[src/rtl/tci_pkg.sv]
`timescale 1ns/1ps
// tci_pkg: shared codes for the crate setup walker.
// Assumes module codes and step codes are fixed by the crate bus map.
package tci_pkg;

    typedef enum logic [2:0] {
        MOD_SEQ = 3'd0,
        MOD_OUT = 3'd1,
        MOD_PSC = 3'd2,
        MOD_DWF = 3'd3,
        MOD_TX  = 3'd4,
        MOD_AO  = 3'd5
    } tci_mod_e;

    typedef enum logic [3:0] {
        PH_INHIBIT  = 4'd0,
        PH_OUT_ZERO = 4'd1,
        PH_PSC      = 4'd2,
        PH_DWF      = 4'd3,
        PH_TX_HEX   = 4'd4,
        PH_TX_RR1   = 4'd5,
        PH_TX_RR2   = 4'd6,
        PH_AO       = 4'd7,
        PH_SEQ_CFG  = 4'd8,
        PH_CLR_SET  = 4'd9,
        PH_CLR_REL  = 4'd10,
        PH_GRP_EN   = 4'd11,
        PH_OUT_LAST = 4'd12
    } tci_phase_e;

    // Table slots for write data.
    localparam int TBL_SEQ_CFG = 0;
    localparam int TBL_PSC     = 1;
    localparam int TBL_DWF     = 2;
    localparam int TBL_TX_HEX  = 3;
    localparam int TBL_TX_RR1  = 4;
    localparam int TBL_TX_RR2  = 5;
    localparam int TBL_AO      = 6;
    localparam int TBL_OUT     = 7;
    localparam int TBL_ENTRIES = 8;

    // Sequencer register addresses.
    localparam int SEQ_A_ENABLE = 0;
    localparam int SEQ_A_CFG    = 1;
    localparam int SEQ_A_CLEAR  = 2;

endpackage

[src/rtl/tci_walker.sv]
`timescale 1ns/1ps
// tci_walker: holds the current step position (phase, unit, channel)
// and moves it forward one write at a time. Empty channel loops are skipped.
// Assumes adv_i is never raised on the final phase, and not in the load cycle.
module tci_walker
    import tci_pkg::*;
#(
    parameter int UNIT_W = 3,
    parameter int CH_W   = 3,
    parameter int PSC_CH = 4,
    parameter int DWF_CH = 6
) (
    input  logic              clk,
    input  logic              rst_n,
    input  logic              load_i,
    input  logic              adv_i,
    input  logic [UNIT_W-1:0] n_psc_i,
    input  logic [UNIT_W-1:0] n_dwf_i,
    output tci_phase_e        phase_o,
    output logic [UNIT_W-1:0] unit_o,
    output logic [CH_W-1:0]   chan_o
);

    localparam logic [CH_W-1:0] PSC_LAST = CH_W'(PSC_CH - 1);
    localparam logic [CH_W-1:0] DWF_LAST = CH_W'(DWF_CH - 1);

    tci_phase_e        phase_q, ph_next;
    logic [UNIT_W-1:0] unit_q, npsc_q, ndwf_q;
    logic [CH_W-1:0]   chan_q;
    logic              in_loop, ch_last, unit_last;

    // Next phase in the list, stepping over loops whose count is zero.
    always_comb begin
        ph_next = tci_phase_e'(phase_q + 4'd1);
        if (ph_next == PH_PSC && npsc_q == '0) ph_next = PH_DWF;
        if (ph_next == PH_DWF && ndwf_q == '0) ph_next = PH_TX_HEX;
    end

    // Loop position flags for the two per-channel phases.
    always_comb begin
        in_loop   = (phase_q == PH_PSC) || (phase_q == PH_DWF);
        ch_last   = (phase_q == PH_PSC) ? (chan_q == PSC_LAST) : (chan_q == DWF_LAST);
        unit_last = (phase_q == PH_PSC) ? (unit_q == npsc_q - 1'b1)
                                        : (unit_q == ndwf_q - 1'b1);
    end

    // Position register: channel, then unit, then phase.
    always_ff @(posedge clk) begin
        if (!rst_n) begin
            phase_q <= PH_INHIBIT;
            unit_q  <= '0;
            chan_q  <= '0;
            npsc_q  <= '0;
            ndwf_q  <= '0;
        end else if (load_i) begin
            phase_q <= PH_INHIBIT;
            unit_q  <= '0;
            chan_q  <= '0;
            npsc_q  <= n_psc_i;
            ndwf_q  <= n_dwf_i;
        end else if (adv_i) begin
            if (in_loop && !ch_last) begin
                chan_q <= chan_q + 1'b1;
            end else if (in_loop && !unit_last) begin
                chan_q <= '0;
                unit_q <= unit_q + 1'b1;
            end else begin
                chan_q  <= '0;
                unit_q  <= '0;
                phase_q <= ph_next;
            end
        end
    end

    assign phase_o = phase_q;
    assign unit_o  = unit_q;
    assign chan_o  = chan_q;

    // A prescaler step only exists for a fitted unit.
    assert_psc_unit_R9: assert property (@(posedge clk) disable iff (!rst_n)
        (phase_q == PH_PSC) |-> (unit_q < npsc_q && chan_q <= PSC_LAST));
    // A fanout step only exists for a fitted unit.
    assert_dwf_unit_R9: assert property (@(posedge clk) disable iff (!rst_n)
        (phase_q == PH_DWF) |-> (unit_q < ndwf_q && chan_q <= DWF_LAST));

endmodule

[src/rtl/tci_step_decode.sv]
`timescale 1ns/1ps
// tci_step_decode: maps a step position to the bus request it issues:
// module, address, write data, and whether a read-back follows.
// Purely combinational; assumes the table holds one word per slot.
module tci_step_decode
    import tci_pkg::*;
#(
    parameter int DW     = 32,
    parameter int UNIT_W = 3,
    parameter int CH_W   = 3,
    parameter int ADDR_W = 4,
    parameter int NGRP   = 4,
    parameter int PSC_CH = 4,
    parameter int DWF_CH = 6,
    parameter logic [TBL_ENTRIES-1:0][DW-1:0] INIT_TABLE = '0
) (
    input  tci_phase_e        phase_i,
    input  logic [UNIT_W-1:0] unit_i,
    input  logic [CH_W-1:0]   chan_i,
    input  logic [NGRP-1:0]   mask_i,
    output tci_mod_e          mod_o,
    output logic [ADDR_W-1:0] addr_o,
    output logic [DW-1:0]     data_o,
    output logic              rb_o,
    output logic              last_o
);

    localparam logic [DW-1:0] PSC_STRIDE = DW'(PSC_CH);
    localparam logic [DW-1:0] DWF_STRIDE = DW'(DWF_CH);

    logic [DW-1:0] psc_off, dwf_off;

    // Flat channel offsets for the two loop kinds.
    always_comb begin
        psc_off = DW'(unit_i) * PSC_STRIDE + DW'(chan_i);
        dwf_off = DW'(unit_i) * DWF_STRIDE + DW'(chan_i);
    end

    // Request fields per phase.
    always_comb begin
        mod_o  = MOD_SEQ;
        addr_o = '0;
        data_o = '0;
        case (phase_i)
            PH_INHIBIT:  begin mod_o = MOD_SEQ; addr_o = ADDR_W'(SEQ_A_ENABLE); data_o = '0; end
            PH_OUT_ZERO: begin mod_o = MOD_OUT; data_o = '0; end
            PH_PSC:      begin mod_o = MOD_PSC; data_o = INIT_TABLE[TBL_PSC] + psc_off; end
            PH_DWF:      begin mod_o = MOD_DWF; data_o = INIT_TABLE[TBL_DWF] + dwf_off; end
            PH_TX_HEX:   begin mod_o = MOD_TX;  addr_o = ADDR_W'(0); data_o = INIT_TABLE[TBL_TX_HEX]; end
            PH_TX_RR1:   begin mod_o = MOD_TX;  addr_o = ADDR_W'(1); data_o = INIT_TABLE[TBL_TX_RR1]; end
            PH_TX_RR2:   begin mod_o = MOD_TX;  addr_o = ADDR_W'(2); data_o = INIT_TABLE[TBL_TX_RR2]; end
            PH_AO:       begin mod_o = MOD_AO;  data_o = INIT_TABLE[TBL_AO]; end
            PH_SEQ_CFG:  begin mod_o = MOD_SEQ; addr_o = ADDR_W'(SEQ_A_CFG); data_o = INIT_TABLE[TBL_SEQ_CFG]; end
            PH_CLR_SET:  begin mod_o = MOD_SEQ; addr_o = ADDR_W'(SEQ_A_CLEAR); data_o = DW'(1); end
            PH_CLR_REL:  begin mod_o = MOD_SEQ; addr_o = ADDR_W'(SEQ_A_CLEAR); data_o = '0; end
            PH_GRP_EN:   begin mod_o = MOD_SEQ; addr_o = ADDR_W'(SEQ_A_ENABLE); data_o = DW'(mask_i); end
            PH_OUT_LAST: begin mod_o = MOD_OUT; data_o = INIT_TABLE[TBL_OUT]; end
            default:     begin mod_o = MOD_SEQ; end
        endcase
    end

    // The write-only module is never read back; its final write ends the list.
    always_comb begin
        rb_o   = (mod_o != MOD_OUT);
        last_o = (phase_i == PH_OUT_LAST);
    end

endmodule

[src/rtl/tcrate_init_ctrl.sv]
`timescale 1ns/1ps
// tcrate_init_ctrl: top of the crate setup walker. Takes a start pulse,
// latches the descriptor, and runs write / read-back transactions over the
// register bus until the list ends or a read-back mismatches.
// Assumes read data is valid in the cycle a read is accepted.
module tcrate_init_ctrl
    import tci_pkg::*;
#(
    parameter int DW     = 32,
    parameter int UNIT_W = 3,
    parameter int CH_W   = 3,
    parameter int ADDR_W = 4,
    parameter int NGRP   = 4,
    parameter int PSC_CH = 4,
    parameter int DWF_CH = 6,
    parameter logic [TBL_ENTRIES-1:0][DW-1:0] INIT_TABLE = {
        32'hB0D0_0001, 32'hA0A0_0707, 32'h7272_0002, 32'h7171_0001,
        32'h6E6E_0003, 32'hD000_0100, 32'hC000_0200, 32'h5E0C_0F61}
) (
    input  logic              clk,
    input  logic              rst_n,
    input  logic              start_i,
    input  logic [UNIT_W-1:0] n_psc_i,
    input  logic [UNIT_W-1:0] n_dwf_i,
    input  logic [NGRP-1:0]   grp_mask_i,
    output logic              busy_o,
    output logic              done_o,
    output logic              err_o,
    output logic [3:0]        err_step_o,
    output logic              bus_valid_o,
    output logic              bus_write_o,
    output logic [2:0]        bus_mod_o,
    output logic [UNIT_W-1:0] bus_unit_o,
    output logic [CH_W-1:0]   bus_chan_o,
    output logic [ADDR_W-1:0] bus_addr_o,
    output logic [DW-1:0]     bus_wdata_o,
    input  logic              bus_ready_i,
    input  logic [DW-1:0]     bus_rdata_i
);

    typedef enum logic [1:0] {S_IDLE, S_WR, S_RD} st_e;

    st_e               state_q;
    logic [NGRP-1:0]   mask_q;
    logic              done_q, err_q;
    logic [3:0]        err_step_q;
    logic              load, adv, rb, last, rd_ok;
    tci_phase_e        phase;
    tci_mod_e          mod;
    logic [UNIT_W-1:0] unit;
    logic [CH_W-1:0]   chan;
    logic [ADDR_W-1:0] addr;
    logic [DW-1:0]     wdata;

    tci_walker #(
        .UNIT_W(UNIT_W), .CH_W(CH_W), .PSC_CH(PSC_CH), .DWF_CH(DWF_CH)
    ) walk_i (
        .clk(clk), .rst_n(rst_n), .load_i(load), .adv_i(adv),
        .n_psc_i(n_psc_i), .n_dwf_i(n_dwf_i),
        .phase_o(phase), .unit_o(unit), .chan_o(chan)
    );

    tci_step_decode #(
        .DW(DW), .UNIT_W(UNIT_W), .CH_W(CH_W), .ADDR_W(ADDR_W), .NGRP(NGRP),
        .PSC_CH(PSC_CH), .DWF_CH(DWF_CH), .INIT_TABLE(INIT_TABLE)
    ) dec_i (
        .phase_i(phase), .unit_i(unit), .chan_i(chan), .mask_i(mask_q),
        .mod_o(mod), .addr_o(addr), .data_o(wdata), .rb_o(rb), .last_o(last)
    );

    // Walker control: load on accepted start, advance after each finished step.
    always_comb begin
        rd_ok = (bus_rdata_i == wdata);
        load  = (state_q == S_IDLE) && start_i;
        adv   = ((state_q == S_WR) && bus_ready_i && !rb && !last) ||
                ((state_q == S_RD) && bus_ready_i && rd_ok);
    end

    // Transaction state, completion pulse and error capture.
    always_ff @(posedge clk) begin
        if (!rst_n) begin
            state_q    <= S_IDLE;
            mask_q     <= '0;
            done_q     <= 1'b0;
            err_q      <= 1'b0;
            err_step_q <= '0;
        end else begin
            done_q <= 1'b0;
            case (state_q)
                S_IDLE: if (start_i) begin
                    state_q <= S_WR;
                    err_q   <= 1'b0;
                    mask_q  <= grp_mask_i;
                end
                S_WR: if (bus_ready_i) begin
                    if (rb) begin
                        state_q <= S_RD;
                    end else if (last) begin
                        state_q <= S_IDLE;
                        done_q  <= 1'b1;
                    end
                end
                S_RD: if (bus_ready_i) begin
                    if (!rd_ok) begin
                        err_q      <= 1'b1;
                        err_step_q <= phase;
                        state_q    <= S_IDLE;
                    end else begin
                        state_q <= S_WR;
                    end
                end
                default: state_q <= S_IDLE;
            endcase
        end
    end

    // Bus and status outputs.
    always_comb begin
        bus_valid_o = (state_q != S_IDLE);
        bus_write_o = (state_q == S_WR);
        bus_mod_o   = mod;
        bus_unit_o  = unit;
        bus_chan_o  = chan;
        bus_addr_o  = addr;
        bus_wdata_o = wdata;
        busy_o      = (state_q != S_IDLE);
        done_o      = done_q;
        err_o       = err_q;
        err_step_o  = err_step_q;
    end

    // Request held unchanged while not accepted.
    assert_req_hold_R10: assert property (@(posedge clk) disable iff (!rst_n)
        (bus_valid_o && !bus_ready_i) |=> (bus_valid_o && $stable(bus_write_o) &&
        $stable(bus_mod_o) && $stable(bus_unit_o) && $stable(bus_chan_o) &&
        $stable(bus_addr_o) && $stable(bus_wdata_o)));

    // Accepted readable write is followed by a read of the same place.
    assert_rb_follow_R8: assert property (@(posedge clk) disable iff (!rst_n)
        (bus_valid_o && bus_ready_i && bus_write_o && bus_mod_o != 3'(MOD_OUT)) |=>
        (bus_valid_o && !bus_write_o && $stable(bus_mod_o) && $stable(bus_unit_o) &&
         $stable(bus_chan_o) && $stable(bus_addr_o)));

    // Write-only module is never read.
    assert_no_out_read_R2: assert property (@(posedge clk) disable iff (!rst_n)
        (bus_valid_o && !bus_write_o) |-> (bus_mod_o != 3'(MOD_OUT)));

    // Completion follows an accepted write to the write-only module.
    assert_done_after_out_R7: assert property (@(posedge clk) disable iff (!rst_n)
        done_o |-> $past(bus_valid_o && bus_ready_i && bus_write_o &&
                         bus_mod_o == 3'(MOD_OUT)));

    // Completion is a single-cycle pulse.
    assert_done_pulse_R7: assert property (@(posedge clk) disable iff (!rst_n)
        done_o |=> !done_o);

    // Error holds its step code and stops requests until restart.
    assert_err_hold_R8: assert property (@(posedge clk) disable iff (!rst_n)
        (err_o && !start_i) |=> (err_o && $stable(err_step_o) && !bus_valid_o));

    // No trigger group enabled before the group-enable step.
    assert_inhibit_R11: assert property (@(posedge clk) disable iff (!rst_n)
        (bus_valid_o && bus_write_o && bus_mod_o == 3'(MOD_SEQ) &&
         bus_addr_o == ADDR_W'(SEQ_A_ENABLE) && bus_wdata_o != '0) |->
        (phase == PH_GRP_EN));

endmodule

[config.mk]
export PLATFORM = sky130hd
export DESIGN_NAME = tcrate_init_ctrl
export DESIGN_NICKNAME = d
export VERILOG_FILES = /design/src/rtl/tci_pkg.sv /design/src/rtl/tci_walker.sv /design/src/rtl/tci_step_decode.sv /design/src/rtl/tcrate_init_ctrl.sv
export SDC_FILE = /design/constraint.sdc
export NUM_CORES = 1
export LEC_CHECK = 0
export ABC_CLOCK_PERIOD_IN_PS = 6800
export BUFFER_PORTS_ARGS = -buffer_cell sky130_fd_sc_hd__buf_2
export CAP_MARGIN = 20
export CORE_ASPECT_RATIO = 2
export CORE_MARGIN = 2
export CORE_UTILIZATION = 40
export DETAILED_ROUTE_END_ITERATION = 10
export PLACE_DENSITY = 0.66
export REMOVE_ABC_BUFFERS = 1
export SYNTH_ARGS = -nofsm -noshare
export SYNTH_HDL_FRONTEND = slang
export SYNTH_SLANG_ARGS = --single-unit
[constraint.sdc]
create_clock -name clk -period 6.8 [get_ports clk]
set_input_delay 0.68 -clock clk [delete_from_list [all_inputs] [get_ports clk]]
set_output_delay 0.68 -clock clk [all_outputs]
set_load 0.02 [all_outputs]
-- After elaboration in Yosys (flattened, before gate mapping)
Cells that the tools add are included.
- register bits after elaboration: 28
- input port bits: 46
- output and inout bits: 54
- logic and storage cells: 107
- add/sub/neg operators: 9
- $mul: 1
- equality and inequality tests: 27
- multiplexer cells: 21
- bitwise gates (word level): 6
- reductions and logical operators: 33
- operators by type and width (cell ; number):
    $pmux 32 s10 ; 1
    $add 32x32->32 const A ; 2
    $eq 32x32->1 ; 1
    $eq 4x4->1 const B ; 5
    $eq 4x2->1 const B ; 4
    $eq 4x3->1 const B ; 4
    $pmux 3 s5 ; 1
    $logic_and 1x1->1 ; 10
    $mux 2 ; 5
    $mux 4 ; 2
    $reduce_and 4->1 ; 2
    $add 6x3->7 ; 1
    $mux 1 ; 7
    $add 3x1->3 const B ; 2
    $add 5x3->6 ; 1
    $eq 3x3->1 ; 2
    $logic_not 3->1 ; 2
    $mux 3 ; 2
    $ne 2x2->1 const B ; 3
    $ne 3x1->1 const B ; 2
    $not 1->1 ; 6
    $pmux 2 s3 ; 1
    $reduce_and 3->1 ; 2
    $reduce_or 2->1 ; 3
    18 further kinds ; 26

-- Logic depth before layout (Yosys ltp)
Gate-level depths: netlist of run 1.
- depth in word-level cells: 9
- gate-level depth with buffers: 14
- depth with buffers taken out: 12

-- Modules after synthesis
A second synthesis of run 1 with hierarchy kept.
- cells, all modules: 338
- area total of the unflattened synthesis: 2751.4 µm²
- modules (own cells, without submodules) (module ; instances ; cells each ; area each (µm²) ; seq. area each (µm²)):
    tci_walker ; 1 ; 122 ; 1093.5 ; 320.3
    tcrate_init_ctrl ; 1 ; 99 ; 895.9 ; 240.2
    tci_step_decode ; 1 ; 117 ; 762.0 ; 0.0

-- Worst setup path before layout of run 1
No wires, ideal clock.
- kind: register -> register
- from: reg walk_i.unit_q[1], in the netlist walk_i.unit_o[1]
- to: reg walk_i.chan_q[0], in the netlist walk_i.chan_o[0]
- library setup time: 0.071 ns
- arrival time: 3.409 ns
- data required time: 6.729 ns
- slack: 3.320 ns
- stages on the path, launching flop included: 11
- path buffers: 0
- clock period less this slack: 3.480 ns
- cell sequence: dfxtp_1 -> ha_1 -> fa_1 -> nor2_1 -> o221ai_1 -> xor2_1 -> or4_1 -> nor4_4 -> nand3_2 -> or4_1 -> a21oi_1
- cells in the longest elaborated chain, start to end: 7
- elaborated cells between the ends (all ways): 9
- those cells by class: add/sub: 4; mul: 1; eq/ne: 1; mux: 1; reduce/logical: 2
- RTL lines (what ; line ; source):
    start, declared ; tci_walker.sv:28 ; logic [UNIT_W-1:0] unit_q, npsc_q, ndwf_q;
    start signal, assigned ; tci_walker.sv:66 ; unit_q <= unit_q + 1'b1;
    $mul 3x2->5 ; tci_step_decode.sv:36 ; dwf_off = DW'(unit_i) * DWF_STRIDE + DW'(chan_i);
    $add 6x3->7 ; tci_step_decode.sv:36 ;
    $add 32x32->32 ; tci_step_decode.sv:48 ; PH_DWF: begin mod_o = MOD_DWF; data_o = INIT_TABLE[TBL_DWF] + dwf_off; end
    $pmux 32 s10 ; tci_step_decode.sv:44 ; case (phase_i)
    net bus_wdata_o[2] ; tcrate_init_ctrl.sv:36 ; output logic [DW-1:0] bus_wdata_o,
    $eq 32x32->1 ; tcrate_init_ctrl.sv:73 ; rd_ok = (bus_rdata_i == wdata);
    $logic_and 1x1->1 ; tcrate_init_ctrl.sv:76 ; ((state_q == S_RD) && bus_ready_i && rd_ok);
    $logic_or 1x1->1 ; tcrate_init_ctrl.sv:75 ; adv = ((state_q == S_WR) && bus_ready_i && !rb && !last) ||
    end signal, assigned ; tci_walker.sv:63 ; chan_q <= chan_q + 1'b1;
    end, declared ; tci_walker.sv:29 ; logic [CH_W-1:0] chan_q;
The timed path passes the listed nets, and every way through them passes these cells.
A chain may end at the register's enable or synchronous reset.

-- Worst setup path after layout of run 1
- from: reg walk_i.phase_q[0], in the netlist walk_i.phase_o[0]
- to: reg walk_i.chan_q[0], in the netlist walk_i.chan_o[0]
- cells in the longest elaborated chain, start to end: 8
- elaborated cells between the ends (all ways): 28
- those cells by class: eq/ne: 13; mux: 4; reduce/logical: 11
- RTL lines (what ; line ; source):
    start, declared ; tci_walker.sv:27 ; tci_phase_e phase_q, ph_next;
    start signal, assigned ; tci_walker.sv:70 ; phase_q <= ph_next;
    $eq 4x3->1 (tied with other cells) ; tci_step_decode.sv:44 ;
    $reduce_or 3->1 (no line) or $reduce_or 2->1 (tied branches) ; -- ;
    $pmux 3 s5 ; tci_step_decode.sv:44 ;
    $ne 3x1->1 ; tci_step_decode.sv:64 ; rb_o = (mod_o != MOD_OUT);
    $logic_not 1->1 ; tcrate_init_ctrl.sv:75 ;
    $logic_and 1x1->1 (2 in series) ; tcrate_init_ctrl.sv:75 ;
    $logic_or 1x1->1 ; tcrate_init_ctrl.sv:75 ;
Parallel ways exist; a longest one is shown, timed or not.

==> metrics, run 1 <==
outcome finished clean; most frequent cells in the layout 92 x buf_2, 41 x nand2_1, 28 x dfxtp_1; CP Launch Type flip-flop; CP max-delay cell ha_1; Worst Skew 3.37 ps; Fmax 267 MHz; vias in the first global route 2935; core box area 7210 um^2; Cell Area, Synth 2940 um^2; ratio of cells with drive above 1 in the final layout 26.2%; leakage 1.59 nW; max-slew violations 0; DRT Pass-1 Iters 4; Fill cells 741; clock sinks 28; Initial Util 40.7%; Num CTS Buffers 3; first-pass GRT wire length 14.1 mm; Tmin final 3750 ps; Seq cells post-synth 28; Synth cell types 71; Nets 512; Die Area 8090 um^2; Largest stage delay, worst path 620 ps; crit path kind flip-flop to flip-flop; cts repair resizes 0; Area growth, synth to finish 15.9%; # rows 44; worst path cell trace inv_1 -> ha_1 -> or3b_1 -> o221ai_1 -> xor2_1 -> or4_1 -> nor4_4 -> nand3_2 -> or4_1 -> a21oi_1; most common cell after layout, fill and taps aside buf_2; drc violations 0; Synth top area share 19.1%; Top FF cell, synth dfxtp_1; antenna cells 0; part of the cycle the worst path needs 55.2%; YS warnings 0; measured slew at the worst slew-check pin 794 ps; Die Y 125 um; antenna-violating nets left 0; overall routed net length 8.79 mm; IO Pins 100; Rel. slew slack 47.1%; worst path bufs/invs 1; Clk Latency, worst-skew pair 270 ps; Setup TNS 0 ps; initial antenna violation count 0; GRT Total Usage 22.2%; Worst Hold Class flip-flop to flip-flop; RSZ-0062 raised after global routing no; Finished Layout Cells 539; WP data required 7000 ps; cts hold-fix bufs 0; Worst EP arrival 3950 ps; Met3 Routed Length 399 um; pwr/cell area 108 nW/um^2; setup bufs post-CTS 0; cells after synthesis 380; CTS tree built; fraction of registers with async set/reset 0%; cell class contributing the biggest share of worst-path delay simple AND/OR/NAND/NOR gates; EDFF count, synth 0; Die Wd 64.6 um; M1 WL 3.06 mm; via count 3002; clock slew seen by the registers of the worst setup and hold paths 60 ps; DP Area 3330 um^2; via-per-instance ratio 5.57; Routed WL per cell 16.3 um; worst-path fanout max 17; top post-synthesis cells by area dfxtp_1 19%, ha_1 6.4%, nand2_1 5.2%; largest net degree at the start of global routing 25; Placer Congestion 0.898; Port-buffer cells 92; syn_area_per_cell 7.73 um^2; placed cells 536; total gr overflow 0; CTS max path bufs 2; CP endpoint kind flip-flop; root buffer cell clkbuf_16; Initial DRC Count 172; CTS HTree Levels 1; fin area 3400 um^2; met2 WL post-DR 4.92 mm; Max-cap violations 0; top sig layer met4; Seq/Total Area, Yosys 19.1%; hpwl dp 7.18 mm; endpoints failing setup 0; Synth area leader dfxtp_1; worst IR drop on VDD 135 uV; Final Hold Vio Count 0; most used cell, CP or4_1
-- final cells by class --
type | instances | area, um^2 | area share (%)
multi-input cells | 301 | 2100 | 61.7
repair buffers | 94 | 475 | 14.0
well taps | 92 | 115 | 3.38
flip-flops and latches | 28 | 561 | 16.5
clock buffers | 3 | 75.1 | 2.21
inverters | 21 | 78.8 | 2.32
-- power breakdown --
part	switching, mW	leakage (nW)	total [mW]	internal, mW
clock network	0.0550	0.0370	0.133	0.0781
logic	0.0348	1.32	0.0608	0.0260
registers	0.00380	0.227	0.173	0.169
-- stage by stage --
stage	power (mW)	setup slack (ps)	utilization [%]	hold WS, ps
2_1_floorplan	0.209	3280	-	443
3_3_place_gp	0.237	3120	46.2	437
3_5_place_dp	0.238	3080	46.2	446
4_1_cts	0.372	3050	47.2	462
5_1_grt	0.381	2740	47.2	499
6_report	0.367	3050	47.2	460
-- metal layers --
metal / vias up / GRT usage [%]
met3: 27 / 2.07
met1: 1376 / 22.1
met4: 0 / 11.9
met5: - / 0
met2: 112 / 43.1
li1: 1487 / -
-- synth_stat cells, types with 9 or more instances --
cell type and number:
nor2_1 24, a21boi_0 12, mux2i_1 13, nand2_1 41, inv_1 19, dfxtp_1 28
o21ai_0 12, a21oi_1 16, nand3_1 9, buf_4 18, xnor2_1 13, nor2b_1 11
ha_1 15, buf_2 9
-- worst min-delay path, delay by kind of cell (launching register included) --
family | cells | cell delay [ps]
flops | 1 | 310
compound gates | 1 | 50
buf+inv | 1 | 50
-- flip-flops by register name, summed over array words and instances (netlist names) --
register        flops
err_step_o          4
mask_q              4
walk_i.phase_o      4
walk_i.chan_o       3
walk_i.ndwf_q       3
walk_i.npsc_q       3
walk_i.unit_o       3
state_q             2
done_o              1
err_o               1
-- logic make-up after synthesis --
group	Yosys count	share of synthesized area, %
other cells	1	0.128
mux	14	4.81
flops	28	19.1
buf+inv	57	10.2
fa+ha+maj	17	7.75
xor+xnor	21	6.26
simple gates	154	30.8
compound gates	88	20.9
-- final timing paths --
| kind | from | end | slack (ps) | cells past startpoint |
|---|---|---|---|---|
| max | walk_i.phase_o[0] | walk_i.chan_o[0] | 3050 | 10 |
| min | err_o | err_o | 460 | 2 |
| max reg2reg | walk_i.phase_o[0] | walk_i.chan_o[0] | 3050 | 10 |
| min reg2reg | err_o | err_o | 460 | 2 |
(Power assumes the default switching activity.)
==> run 2: changes to the inputs <==
--- a/config.mk
+++ b/config.mk
@@ -5,14 +5,14 @@
 export SDC_FILE = /design/constraint.sdc
 export NUM_CORES = 1
 export LEC_CHECK = 0
-export ABC_CLOCK_PERIOD_IN_PS = 6800
+export ABC_CLOCK_PERIOD_IN_PS = 3200
 export BUFFER_PORTS_ARGS = -buffer_cell sky130_fd_sc_hd__buf_2
 export CAP_MARGIN = 20
 export CORE_ASPECT_RATIO = 2
 export CORE_MARGIN = 2
 export CORE_UTILIZATION = 40
 export DETAILED_ROUTE_END_ITERATION = 10
-export PLACE_DENSITY = 0.66
+export PLACE_DENSITY = 0.68
 export REMOVE_ABC_BUFFERS = 1
 export SYNTH_ARGS = -nofsm -noshare
 export SYNTH_HDL_FRONTEND = slang
==> constraint.sdc (replaced) <==
create_clock -name clk -period 3.2 [get_ports clk]
set_input_delay 0.32 -clock clk [delete_from_list [all_inputs] [get_ports clk]]
set_output_delay 0.32 -clock clk [all_outputs]
set_load 0.02 [all_outputs]
==> metrics, run 2 (synthesized netlist as in run 1, its figures left out) <==
CP endpoint kind flip-flop; overall power of the completed layout 876 uW; Setup TNS 0 ps; placed cells 569; CP max-delay cell a2111o_1; measured slew at the worst slew-check pin 581 ps; crit path kind flip-flop to flip-flop; Initial Util 40.7%; worst-path fanout max 5; pwr/cell area 226 nW/um^2; switching pwr 211 uW; antenna cells 0; Die Area 8090 um^2; clock sinks 28; vias in the first global route 3062; Routed WL per cell 16.5 um; via count 3238; Area growth, synth to finish 32.1%; Tmin final 3100 ps; worst path cell trace inv_1 -> ha_4 -> and2b_2 -> a2111o_1 -> xnor2_1 -> or4_4 -> nor4_4 -> nand3_2 -> or4_1 -> a21oi_1; max-slew violations 0; final core occ 53.8%; endpoints failing setup 0; Num CTS Buffers 3; Placer Congestion 0.959; pre-CTS setup slack -63.0 ps; Rel. slew slack 61.1%; Int Pwr 665 uW; most frequent cells in the layout 92 x buf_2, 41 x nand2_1, 35 x buf_4; clock share of power 42.8%; root buffer cell clkbuf_16; CP Launch Type flip-flop; Net Sw Frac 24.1%; leakage 1.82 nW; Worst EP arrival 3290 ps; flop2flop setup slack 100 ps; Die Wd 64.6 um; ratio of cells with drive above 1 in the final layout 37.5%; Die Y 125 um; part of the cycle the worst path needs 96.8%; sequential share of power 41.8%; Clk Latency, worst-skew pair 270 ps; drc violations 0; Worst Skew 6.55 ps; clock slew seen by the registers of the worst setup and hold paths 70 ps; Initial DRC Count 225; final worst setup slack 103 ps; Largest stage delay, worst path 440 ps; most common cell after layout, fill and taps aside buf_2; CTS max path bufs 2; initial antenna violation count 0; Finished Layout Cells 577; outcome finished clean; # rows 44; Port-buffer cells 92; hold slack 291 ps; fin area 3880 um^2; Worst Hold Class input port to flip-flop; first-pass GRT wire length 14.4 mm; core box area 7210 um^2; worst IR drop on VDD 233 uV; IO Pins 100; DP Area 3590 um^2; Final Hold Vio Count 0; CTS HTree Levels 1; largest net degree at the start of global routing 24; Max-cap violations 0; overall routed net length 9.54 mm; Fmax 323 MHz; GRT Total Usage 22.5%; total gr overflow 0; via-per-instance ratio 5.61; hpwl dp 7.66 mm; WP data required 3400 ps; CTS tree built; Nets 549; antenna-violating nets left 0; logic gate share of total power 15.5%; cts hold-fix bufs 0; DRT Pass-1 Iters 4
[run 2: cell count changes in the layout (fill, tap and decap cells not counted), moves of 3 or more]
cell,change
buf_4,+33
buf_6,+3
dfxtp_1,-4
ha_1,-7
ha_2,+4
ha_4,+3
[run 2: final timing paths]
kind                     startpoint          endpoint  cells past startpoint
setup / recovery  walk_i.phase_o[0]  walk_i.chan_o[0]                     10
hold / removal           n_psc_i[1]  walk_i.npsc_q[1]                      3
setup reg to reg  walk_i.phase_o[0]  walk_i.chan_o[0]                     10
hold reg to reg               err_o             err_o                      2
[run 2: cell type report]
cell class | instances | area, um^2
flip-flops and latches | 28 | 571
clock inverters | 1 | 30.0
fillers | 686 | 3330
repair buffers | 131 | 777
multi-input cells | 301 | 2230
clock buffers | 3 | 75.1
well taps | 92 | 115
inverters | 21 | 81.3
[run 2: routing by layer]
layer / vias to the layer above / share of wire, % / global-route usage [%] / wire length, um
met3: 28 / 3.6 / 1.08 / 346
met2: 121 / 58 / 44.9 / 5500
met1: 1528 / 35 / 21.9 / 3300
li1: 1561 / - / - / -
met4: 0 / 4.1 / 12.4 / 394
met5: - / 0 / 0 / 0
[run 2: power by group through the flow]
stage / Sequential [mW] / Combinational, mW / Clock [mW]
4_1_cts: 0.366 / 0.134 / 0.382
3_5_place_dp: 0.375 / 0.131 / 0
6_report: 0.366 / 0.135 / 0.375
3_3_place_gp: 0.375 / 0.129 / 0
2_1_floorplan: 0.372 / 0.0722 / 0
5_1_grt: 0.367 / 0.148 / 0.394
[run 2: worst max-delay path: cells and delay by family (launching register included)]
kind                       cells  cell delay, ps
buffers and inverters          1             140
and+or+nand+nor                5            1560
DFF                            1             360
AOI/OAI and AO/OA              2             590
xor gates and xnor gates       1             180
adders and majority gates      1             200
[run 2: repair_timing]
item | in CTS | in global routing
endpoints found under the hold margin | 0 | 0
gates resized for setup | 14 | 26
setup buffers | 2 | 2
endpoints found under the setup margin | 10 | 14
pin swaps | 6 | 5
